`config.mk`:
```
export PLATFORM = sky130hd
export DESIGN_NAME = cvt_seq
export DESIGN_NICKNAME = d
export VERILOG_FILES = /design/src/rtl/cvt_seq_pkg.sv /design/src/rtl/cvt_sync.sv /design/src/rtl/cvt_tick.sv /design/src/rtl/cvt_sar.sv /design/src/rtl/cvt_fsm.sv /design/src/rtl/cvt_seq.sv
export SDC_FILE = /design/constraint.sdc
export NUM_CORES = 1
export LEC_CHECK = 0
export ABC_CLOCK_PERIOD_IN_PS = 1600
export BUFFER_PORTS_ARGS = -buffer_cell sky130_fd_sc_hd__buf_2
export CAP_MARGIN = 40
export CELL_PAD_IN_SITES_DETAIL_PLACEMENT = 1
export CELL_PAD_IN_SITES_GLOBAL_PLACEMENT = 1
export CORE_MARGIN = 2
export CORE_UTILIZATION = 40
export CTS_BUF_LIST = sky130_fd_sc_hd__clkbuf_4
export CTS_CLUSTER_DIAMETER = 40
export DETAILED_ROUTE_END_ITERATION = 8
export PLACE_DENSITY_LB_ADDON = 0.25
export RECOVER_POWER = 100
export SYNTH_ARGS = -nofsm -noshare
export SYNTH_HDL_FRONTEND = slang
export SYNTH_SLANG_ARGS = --single-unit
```
`constraint.sdc`:
```
create_clock -name clk_i -period 1.6 [get_ports clk_i]
set_clock_uncertainty 0.1 [all_clocks]
set_input_delay 0.08 -clock clk_i [delete_from_list [all_inputs] [get_ports clk_i]]
set_output_delay 0.08 -clock clk_i [all_outputs]
set_load 0.1 [all_outputs]
```
`src/rtl/cvt_seq_pkg.sv`:
```
package cvt_seq_pkg;
  typedef enum logic [2:0] {
    ST_IDLE,
    ST_ACQ,
    ST_CONV,
    ST_DONE,
    ST_READ
  } seq_state_e;
endpackage

```
`src/rtl/cvt_sync.sv`:
```
module cvt_sync #(
  parameter int                 WIDTH   = 2,
  parameter int                 STAGES  = 2,
  parameter logic [WIDTH-1:0]   RST_VAL = '0
) (
  input  logic             clk_i,
  input  logic             rst_ni,
  input  logic [WIDTH-1:0] async_i,
  output logic [WIDTH-1:0] sync_o
);
  for (genvar b = 0; b < WIDTH; b++) begin : g_bit
    logic [STAGES-1:0] chain_q;
    always_ff @(posedge clk_i or negedge rst_ni) begin
      if (!rst_ni) chain_q <= {STAGES{RST_VAL[b]}};
      else         chain_q <= {chain_q[STAGES-2:0], async_i[b]};
    end
    assign sync_o[b] = chain_q[STAGES-1];
  end
endmodule

```
`src/rtl/cvt_tick.sv`:
```
module cvt_tick #(
  parameter int CLK_DIV = 4
) (
  input  logic clk_i,
  input  logic rst_ni,
  input  logic clr_i,
  input  logic en_i,
  output logic tick_o
);
  localparam int CNT_W = (CLK_DIV > 1) ? $clog2(CLK_DIV) : 1;
  localparam logic [CNT_W-1:0] LAST = CNT_W'(CLK_DIV - 1);

  logic [CNT_W-1:0] cnt_q;

  always_ff @(posedge clk_i or negedge rst_ni) begin
    if (!rst_ni)             cnt_q <= '0;
    else if (clr_i || !en_i) cnt_q <= '0;
    else if (cnt_q == LAST)  cnt_q <= '0;
    else                     cnt_q <= cnt_q + 1'b1;
  end

  assign tick_o = en_i && !clr_i && (cnt_q == LAST);
endmodule

```
`src/rtl/cvt_sar.sv`:
```
module cvt_sar #(
  parameter int WIDTH = 16
) (
  input  logic             clk_i,
  input  logic             rst_ni,
  input  logic             clr_i,
  input  logic             start_i,
  input  logic             tick_i,
  input  logic             cmp_i,
  output logic [WIDTH-1:0] code_o,
  output logic             busy_o,
  output logic             done_o
);
  localparam logic [WIDTH-1:0] MSB = {1'b1, {(WIDTH-1){1'b0}}};

  logic [WIDTH-1:0] code_q, mask_q;
  logic             busy_q, done_q;

  always_ff @(posedge clk_i or negedge rst_ni) begin
    if (!rst_ni) begin
      code_q <= '0;
      mask_q <= '0;
      busy_q <= 1'b0;
      done_q <= 1'b0;
    end else if (clr_i) begin
      code_q <= '0;
      mask_q <= '0;
      busy_q <= 1'b0;
      done_q <= 1'b0;
    end else begin
      done_q <= 1'b0;
      if (start_i) begin
        code_q <= MSB;
        mask_q <= MSB;
        busy_q <= 1'b1;
      end else if (busy_q && tick_i) begin
        // keep the trial bit on cmp=1, then try the next lower bit
        code_q <= (cmp_i ? code_q : (code_q & ~mask_q)) | (mask_q >> 1);
        mask_q <= mask_q >> 1;
        if (mask_q[0]) begin
          busy_q <= 1'b0;
          done_q <= 1'b1;
        end
      end
    end
  end

  assign code_o = code_q;
  assign busy_o = busy_q;
  assign done_o = done_q;
endmodule

```
`src/rtl/cvt_fsm.sv`:
```
module cvt_fsm
  import cvt_seq_pkg::*;
(
  input  logic clk_i,
  input  logic rst_ni,
  input  logic srst_i,
  input  logic cs_n_s_i,
  input  logic rdc_s_i,
  input  logic sar_done_i,
  output logic start_o,
  output logic track_o,
  output logic ref_en_o,
  output logic eoc_no,
  output logic oe_o
);
  seq_state_e state_q;
  logic cs_n_d_q, shut_q;
  logic cs_fall, cs_rise;

  assign cs_fall = cs_n_d_q && !cs_n_s_i;
  assign cs_rise = !cs_n_d_q && cs_n_s_i;
  assign start_o = (state_q == ST_ACQ) && cs_fall && !srst_i;

  always_ff @(posedge clk_i or negedge rst_ni) begin
    if (!rst_ni) cs_n_d_q <= 1'b1;
    else         cs_n_d_q <= cs_n_s_i;
  end

  always_ff @(posedge clk_i or negedge rst_ni) begin
    if (!rst_ni) begin
      state_q  <= ST_IDLE;
      track_o  <= 1'b0;
      ref_en_o <= 1'b0;
      eoc_no   <= 1'b1;
      oe_o     <= 1'b0;
      shut_q   <= 1'b0;
    end else if (srst_i) begin
      state_q  <= ST_IDLE;
      track_o  <= 1'b0;
      ref_en_o <= 1'b0;
      eoc_no   <= 1'b1;
      oe_o     <= 1'b0;
      shut_q   <= 1'b0;
    end else begin
      unique case (state_q)
        ST_IDLE: if (cs_fall && !rdc_s_i) begin
          state_q  <= ST_ACQ;
          track_o  <= 1'b1;
          ref_en_o <= 1'b1;
        end
        ST_ACQ: if (cs_fall) begin
          state_q <= ST_CONV;
          track_o <= 1'b0;
          shut_q  <= rdc_s_i;
        end
        ST_CONV: if (sar_done_i) begin
          state_q  <= ST_DONE;
          eoc_no   <= 1'b0;
          ref_en_o <= !shut_q;
        end
        ST_DONE: if (cs_fall && rdc_s_i) begin
          state_q <= ST_READ;
          oe_o    <= 1'b1;
        end
        ST_READ: if (cs_rise) begin
          state_q <= ST_IDLE;
          oe_o    <= 1'b0;
          eoc_no  <= 1'b1;
        end
        default: state_q <= ST_IDLE;
      endcase
    end
  end
endmodule

```
`src/rtl/cvt_seq.sv`:
```
module cvt_seq #(
  parameter int WIDTH       = 16,
  parameter int CLK_DIV     = 4,
  parameter int SYNC_STAGES = 2
) (
  input  logic             clk_i,
  input  logic             rst_ni,
  input  logic             srst_i,
  input  logic             cs_ni,
  input  logic             rdc_i,
  input  logic             cmp_i,
  output logic [WIDTH-1:0] dac_o,
  output logic             track_o,
  output logic             ref_en_o,
  output logic             eoc_no,
  output logic [WIDTH-1:0] data_o,
  output logic             data_oe_o
);
  logic [1:0]       pins_s;
  logic             start, tick, busy, done;
  logic [WIDTH-1:0] code;

  cvt_sync #(.WIDTH(2), .STAGES(SYNC_STAGES), .RST_VAL(2'b01)) u_sync (
    .clk_i  (clk_i),
    .rst_ni (rst_ni),
    .async_i({rdc_i, cs_ni}),
    .sync_o (pins_s)
  );

  cvt_fsm u_fsm (
    .clk_i     (clk_i),
    .rst_ni    (rst_ni),
    .srst_i    (srst_i),
    .cs_n_s_i  (pins_s[0]),
    .rdc_s_i   (pins_s[1]),
    .sar_done_i(done),
    .start_o   (start),
    .track_o   (track_o),
    .ref_en_o  (ref_en_o),
    .eoc_no    (eoc_no),
    .oe_o      (data_oe_o)
  );

  cvt_tick #(.CLK_DIV(CLK_DIV)) u_tick (
    .clk_i (clk_i),
    .rst_ni(rst_ni),
    .clr_i (start || srst_i),
    .en_i  (busy),
    .tick_o(tick)
  );

  cvt_sar #(.WIDTH(WIDTH)) u_sar (
    .clk_i  (clk_i),
    .rst_ni (rst_ni),
    .clr_i  (srst_i),
    .start_i(start),
    .tick_i (tick),
    .cmp_i  (cmp_i),
    .code_o (code),
    .busy_o (busy),
    .done_o (done)
  );

  assign dac_o  = code;
  assign data_o = data_oe_o ? code : '0;
endmodule

```
==> impl_summary.md, run 1 <==
Status
The run finished with clean final reports.

Pwr
Combinational logic is responsible for 6.4% of the overall power. The switching share of total power is 23.4%. Per report_power, the sequential group accounts for 59.1% of the total. The worst-case vdd ir drop is 0.000510 V. The net load switching power is 0.500 mW. The internal power contribution is 1.64 mW. In this run the power density over the cells is 718 nW/um^2. The leakage component of the power is 1.22 nW.

In this run, the clock network consumes 34.5% of the power.

Routing
The routed via count divided by cell count is 4.92. The detailed router finished its first iteration with 119 violations. The first-pass detailed-route iteration total is 4. The aggregate routed wire length is 5.27 mm.

After detailed routing, the average wire length per cell comes to 15.2 microns. Across all layers, the routed design uses 1,704 vias. In this run the remaining antenna-violating nets after routing total 0. The number of design rule violations left after detail routing is 0.

Global routing
The largest net degree at the start of global routing is 31. The initial antenna violation count is 0. The first global-routing pass estimated 9.20 mm of wire. The via count of the first global-routing pass is 1,819.

The combined global-route utilization of all metal layers is 19.1%. Global routing finished with a remaining overflow of 0.

Clocking
The root buffer selected by CTS is clkbuf_4. In this run, CTS created clock tree buffers numbering 5. The number of clock sinks is 49. The number of levels the H-tree was split into is 2. Clock latency on the worst-skew pair, taken at its later pin, is 0.36 ns.

The maximum clock insertion buffer count is 2. The clock slew at the register clock pins of the worst setup and hold paths is 0.14 ns. The CTS tree is yes.

Timing
The max-slew violation total from the final report was 0. The maximum clock rate is 0.634 GHz. The final hold violation count is 0. Setup repair after global routing could not meet its margin everywhere. For the pin with the worst max-slew slack, the measured transition is 1.09 ns. The minimum period implied by the final worst setup slack is 1.58 ns. Of the available clock period, the critical path in the final layout requires 98.7%. The final-layout setup total negative slack is 0 ns. The setup-violating endpoint count in the final report is 0. The headroom to the max-slew limit is 27.2%.

Floorplan
The initial utilization of the core area, before any placement, comes to 40.9%. The I/O pin total is 42. The die outline height is 78.5 microns. The region available for standard cell placement spans 5440 sq um. The number of placement rows is 27. The die covers 6170 sq um.

The die is 78.5 microns wide.

Yosys
The commonest register cell after synthesis is dfrtp_1. The cell area that synthesis handed to floorplanning was 2220 sq um. In the synthesized netlist the async set-or-reset flop fraction comes to 100%.

The number of synthesis warnings is 0. The net count of the mapped netlist is 224. The biggest area consumer among synthesized cells is dfrtp_1. By area the synthesized netlist is led by dfrtp_1 (51%), a21oi_2 (11%), nand2_1 (6.1%). The average instance in the mapped netlist occupies 10.2 sq um. The sequential cell area fraction in the yosys report is 55.4%. The top cell type's share of synthesized area is 50.7%. The number of flops mapped to enable cells by yosys is 0. The synthesized design contains 49 register bits.

The count of cell types in the netlist is 29. In the synthesized netlist, the number of instances is 217.

Setup path
The worst setup path is captured at a flip-flop. The required time at the worst-slack endpoint is 1.80 ns. The startpoint identified for the worst register-to-register timing path is u_sync.g_bit[0].chain_q[1]$_DFF_PN1_.

Of all nets on the critical path, the largest fanout is 10. The critical path starts at u_sync.g_bit[0].chain_q[1]$_DFF_PN1_. The critical path capture point is u_sar.code_o[3]$_DFFE_PN0P_. STA classifies the critical path startpoint as a flip-flop. The data arrival time at the worst-slack endpoint is 1.78 ns. The critical path is of the flip-flop to flip-flop type. The slack of the worst reg-to-reg path is 0.02 ns.

The number of cells traversed by the worst register-to-register path is 4. The worst register-to-register path ends at u_sar.code_o[3]$_DFFE_PN0P_.

Cells and area
The number of fill cells is 596. The number of diodes added for antenna fixing is 0. The post-route netlist has 47.8% of its cells at a drive strength greater than 1. The number of nets in the layout is 280. Relative to the synthesized area, the layout overhead comes to 34.0%.

The fraction of the core area covered by cells at the end of the flow is 54.7%.

Placement
Detailed placement ended at an HPWL of 3.87 mm. The number of buffer cells added on primary ports is 41. Routability-driven placement finished with a final weighted congestion of 0.774.

Worst hold path
In this run the worst hold path is classified as input pin to flip-flop.

Job
Across the run, the number of max-cap violations was 0.
## Yosys cell counts, types with 2 or more instances
cell type and number:
o21ai_0 18, and2_1 18, nand2_1 36, nand3b_1 4, buf_2 4, clkbuf_1 4, nor2_1 4, nor2_2 2
dfrtp_1 45, a211oi_1 2, nor2b_1 2, nor3_1 2, inv_1 17, buf_6 5, a21oi_2 28, dfstp_2 4
a21oi_1 10
## area by class of cell
class / instances / area (sq um) / share of cell area [%]
sequential: 49 / 1250 / 42.1
multi-input combinational: 138 / 876 / 29.4
timing repair buffer: 62 / 614 / 20.6
tap: 72 / 90.1 / 3.03
inverter: 17 / 63.8 / 2.14
clock buffer: 6 / 45.0 / 1.51
clock inverter: 2 / 33.8 / 1.13
## cell families after synthesis
| logic type | synth area share (%) |
|---|---|
| buffers and inverters | 6.98 |
| flip-flops | 55.4 |
| AND/OR/NAND/NOR | 17.2 |
| AO/OA/AOI/OAI | 19.8 |
| adder cells (fa/ha/maj) | 0.563 |
## repair_timing
item / in CTS / in global routing
hold buffers: 4 / 0
endpoints found under the hold margin: 55 / 0
setup endpoints to repair: 36 / 18
setup buffers: 0 / 1
cloned: 0 / 0
gates resized for setup: 7 / 6
## critical path, cell delays in order, from the launching register on
cell and delay [ns]:
dfstp_1 0.60, and3b_1 0.21, a21o_2 0.27, buf_4 0.21, a21oi_1 0.13
## how the worst min path moves through the flow
stage	startpoint	end	slack [ns]	cells after the start
3_5_place_dp	rst_ni	u_sar.mask_q[15]$_DFFE_PN0P_	-0.03	1
6_report	rdc_i	u_sync.g_bit[1].chain_q[0]$_DFF_PN0_	0.25	2
4_1_cts	rst_ni	u_sar.code_o[0]$_DFFE_PN0P_	0.08	2
3_3_place_gp	rst_ni	u_sar.mask_q[15]$_DFFE_PN0P_	-0.04	1
2_1_floorplan	rst_ni	u_fsm.oe_o$_DFFE_PN0P_	-0.32	0
5_1_grt	cs_ni	u_sync.g_bit[0].chain_q[0]$_DFF_PN1_	0.24	2
## sequential cells by signal (all words and copies together) (netlist names)
register	flops
u_sar.done_o	1
u_tick.cnt_q	2
u_sar.busy_o	1
u_fsm.state_q	3
u_fsm.track_o	1
u_sync.g_bit.chain_q	4
u_sar.code_o	16
u_sar.mask_q	16
u_fsm.ref_en_o	1
u_fsm.oe_o	1
u_fsm.eoc_no	1
u_fsm.shut_q	1
u_fsm.cs_n_d_q	1
## power groups by stage
| stage | registers (mW) | clock network (mW) | logic, mW |
|---|---|---|---|
| 2_1_floorplan | 1.31 | 0 | 0.0571 |
| 3_3_place_gp | 1.29 | 0 | 0.132 |
| 3_5_place_dp | 1.29 | 0 | 0.134 |
| 4_1_cts | 1.26 | 0.757 | 0.143 |
| 5_1_grt | 1.27 | 0.812 | 0.152 |
| 6_report | 1.26 | 0.736 | 0.137 |
## through the flow
| stage | cell area [sq um] | power (mW) | setup WS [ns] | instances | hold WS [ns] |
|---|---|---|---|---|---|
| final | 2980 | 2.14 | 0.0215 | 346 | 0.252 |
| after global routing | 2980 | 2.23 | -0.0397 | 346 | 0.237 |
| after CTS | 2980 | 2.16 | -0.00238 | 345 | 0.0840 |
| after detailed placement | 2850 | 1.42 | -0.124 | 333 | -0.0318 |
| after global placement | 2850 | 1.42 | 0.0183 | 333 | -0.0353 |
| after floorplan | 2270 | 1.37 | -0.108 | 217 | -0.316 |
## cells in the final DEF, fill, tap and decap left out, types with 12 or more instances in the layout
cell	Yosys	layout
a21oi_2	28	27
and2_4	0	12
buf_12	0	16
buf_4	0	15
clkbuf_2	0	18
dfrtp_1	45	29
dfrtp_2	0	15
inv_1	17	17
nand2_1	36	36
o21ai_0	18	15
## layer usage
metal / track usage (%) / routed length (microns) / vias to the layer above
li1: - / - / 826
met1: 24.9 / 2390 / 841
met2: 32.6 / 2680 / 30
met3: 4.14 / 143 / 7
met4: 4.21 / 51 / 0
met5: 0 / 0 / -
(Power assumes the default switching activity.)
==> inputs of run 2 (changes only) <==
Settings changed: ABC_AREA from default to 1.
==> run 2 against run 1 <==
Net effect: hold slack got worse by 0.22 ns; non-clock buffer count increased by 2; critical path type is now flip-flop to output pin; total power is 44% higher; first-iteration DRC count increased by 63%; highest routed layer unchanged; cell count up 26%; sequential cell count did not move; sequential share of layout area fell by 5.1 points.
==> impl_summary.md, run 2 <==
Floorplan
In this run the count of I/O pins placed on the die edge is 42. The horizontal die dimension is 82.4 microns. Once the floorplan was initialized, standard cells occupied 41.5% of the core.

The die outline height is 82.4 microns. The initialized floorplan defines 28 standard-cell rows. The die area is 6790 sq um. The core region area is 5920 sq um.

Routing
Wire segments on met2 add up to 3.39 mm in the final route. The first-pass detailed-route iteration total is 5. The count of nets left with antenna violations once routing finished came out at 0. The DRC marker count from the first detailed-route iteration is 194. The wire length on met3 is 243 microns.

After detailed routing, the number of vias per cell comes to 5.32. For this block, wires on met1 add up to 3.08 mm. Wires add up to 6.79 mm.

Signal routing reaches up to met4. The average routed wire per standard cell is 15.6 microns. The number of design rule violations left after detail routing is 0. The routed layout has 2,313 vias.

Worst hold path
The kind of path behind the tightest hold check is input pin to flip-flop.

Setup path
Among all stages on the critical path, the largest delay is contributed by dfrtp_4. At the worst endpoint, the required time is 1.42 ns. The highest fanout seen on the critical path is 9. STA classifies the critical path endpoint as an output pin. The slack of the worst reg-to-reg path is 0.03 ns. The largest single stage delay on the critical path is 0.52 ns. The data arrival time at the worst-slack endpoint is 1.40 ns. Traced cell by cell, the critical path runs through buf_6 > nand2_2 > clkinvlp_4 > buf_12. The element type at the critical path start is a flip-flop. The worst setup path category is flip-flop to output pin.

Global routing
Entering global routing, the biggest net connects 37 pins. The first global-routing pass estimated 11.0 mm of wire. The initial antenna violation count was 0. The combined global-route utilization of all metal layers is 21.4%. The via count of the first global-routing pass came to 2,237. The overall overflow remaining after global route is 0.

Timing
In this run the tightest slew margin relative to its limit is 49.6%. Setup violations remaining at the end of the flow were counted as 0. Setup repair after global routing could not meet its margin everywhere. At the pin with the least slew margin, the transition time is 0.756 ns. The max-slew violation total from the final report is 0. The minimum period implied by the final worst setup slack is 1.58 ns. The period utilization is 98.8%. The slack of the critical path is 0.0196 ns. The maximum clock rate is 0.633 GHz.

The final hold violation count is 0.

Pwr
The total power divided by cell area is 913 nW/um^2. The worst-case vdd ir drop is 0.00108 V. The leakage component of the power is 1.43 nW.

Cells and area
The fraction of layout instances using a drive strength above 1 is 35.8%. At the end of the flow the core is filled with cells to 57.0%. The final cell area excluding filler cells is 3370 sq um.

The repair_antennas step left the layout with diodes totalling 0. In the layout the commonest cells are nand2_1 (43), inv_1 (35), dfrtp_1 (34). After the last flow step, the layout net total stands at 366. Compared with the post-synthesis result, the final layout area differs by 37.2%. The library cell used most frequently in the layout, excluding fill and tap cells, is nand2_1. After the flow finishes, the layout carries non-filler instances totaling 435.

Yosys
Synthesis produced 302 cells. The top cell type by area accounts for 45.8% of the synthesized area. The number of synthesis warnings is 0. Sorting the synthesized cells by area gives the leading types as dfrtp_1 (46%), o211ai_1 (9.5%), nand2_1 (9.2%). The net count of the mapped netlist is 309. The number of flops mapped to enable cells by yosys is 0. The synthesized design spends more area on one cell type than any other, namely dfrtp_1. The number of synthesized register bits is 49.

After synthesis, flip-flops and latches occupy 50.1% of the total area. The post-synthesis cell area is 2460 sq um. A synthesized cell averages 8.14 sq um. The async set or reset register ratio after synthesis is 100%. The commonest register cell after synthesis is dfrtp_1.

In the post-synthesis netlist, the cell with the most instances is nand2_1. The number of different library cells used by synthesis comes to 23. The commonest cells after synthesis are nand2_1 (60), inv_1 (51), dfrtp_1 (45).

Placement
At the end of routability-driven placement, the weighted congestion stood at 0.777. Before CTS, the worst setup slack after placement is -0.135 ns. The estimated wirelength of the detail-placed design is 4.43 mm. Summing all placed instances gives a cell area of 3150 sq um.

The post-placement cell count is 415. The count of buffers added on input and output ports is 41.

Clocking
The CTS tree is yes. The maximum clock insertion buffer count is 2. The source-to-sink clock delay at the later pin of the worst-skew pair is 0.36 ns. The clock slew at the register clock pins of the worst setup and hold paths is 0.14 ns.

The number of CTS-inserted buffers is 5. The cell sitting at the root of the clock tree is a clkbuf_4. The number of levels the H-tree was split into is 2. For this design, the sink count on the clock tree is 49.

Job
Across the run, the number of max-cap violations was 0.

Status
The run finished with clean final reports.
## run 2: repair_timing
item,in CTS,in global routing
gates resized for setup,3,21
hold buffers,3,0
endpoints found under the setup margin,42,52
setup buffers,4,3
gates cloned,1,1
pin swaps,1,4
endpoints found under the hold margin,48,0
## run 2: final timing paths
path,start,end,depth (start not counted)
min in group asynchronous,rst_ni,u_sar.code_o[6]$_DFFE_PN0P_,2
hold reg to reg,u_sync.g_bit[1].chain_q[0]$_DFF_PN0_,u_sync.g_bit[1].chain_q[1]$_DFF_PN0_,0
max in group asynchronous,rst_ni,u_sync.g_bit[0].chain_q[0]$_DFF_PN1_,3
setup reg to reg,u_fsm.state_q[0]$_DFFE_PN0P_,u_fsm.state_q[0]$_DFFE_PN0P_,10
setup / recovery,u_fsm.oe_o$_DFFE_PN0P_,data_o[1],4
hold / removal,cmp_i,u_sar.code_o[0]$_DFFE_PN0P_,5
## run 2: stage by stage
| stage | setup TNS [ns] | hold slack, ns | power [mW] |
|---|---|---|---|
| global placement | -0.670 | -0.102 | 2.37 |
| detailed placement | -2.07 | -0.0989 | 2.41 |
| global route | -0.737 | 0.0653 | 3.27 |
| floorplan | -0.598 | -0.316 | 2.13 |
| CTS | -0.0376 | 0.0192 | 3.01 |
| finish | 0 | 0.0321 | 3.08 |
## run 2: layer usage
metal  GRT usage, %  up-vias
li1               -     1109
met1           29.5     1145
met2           35.1       50
met3           3.80        9
met4           5.33        0
met5              0        -
## run 2: cell families after synthesis
family                   count (synthesis)  share of synthesized area [%]
flip-flops                              49                           50.1
buffers and inverters                   68                           10.9
adder cells (fa/ha/maj)                  1                          0.509
AND/OR/NAND/NOR                         95                           17.0
AO/OA/AOI/OAI                           89                           21.5
## run 2: layout make-up
class                   count  area [sq um]
multi-input cells         187          1070
repair buffers             64           659
inverters                  52           255
flip-flops and latches     49          1250
well taps                  75          93.8
fillers                   715          2550
clock buffers               5          37.5
clock inverters             3          12.5
## run 2: worst max-delay path: cells and delay by family (launching register included)
kind	cells	cell delay [ns]
buf+inv	3	0.43
flops	1	0.52
simple gates	1	0.08
## run 2: power by group
group,total (mW),switching (mW),internal (mW)
Clock,0.548,0.388,0.160
Combinational,1.13,0.820,0.309
Sequential,1.40,0.0645,1.34
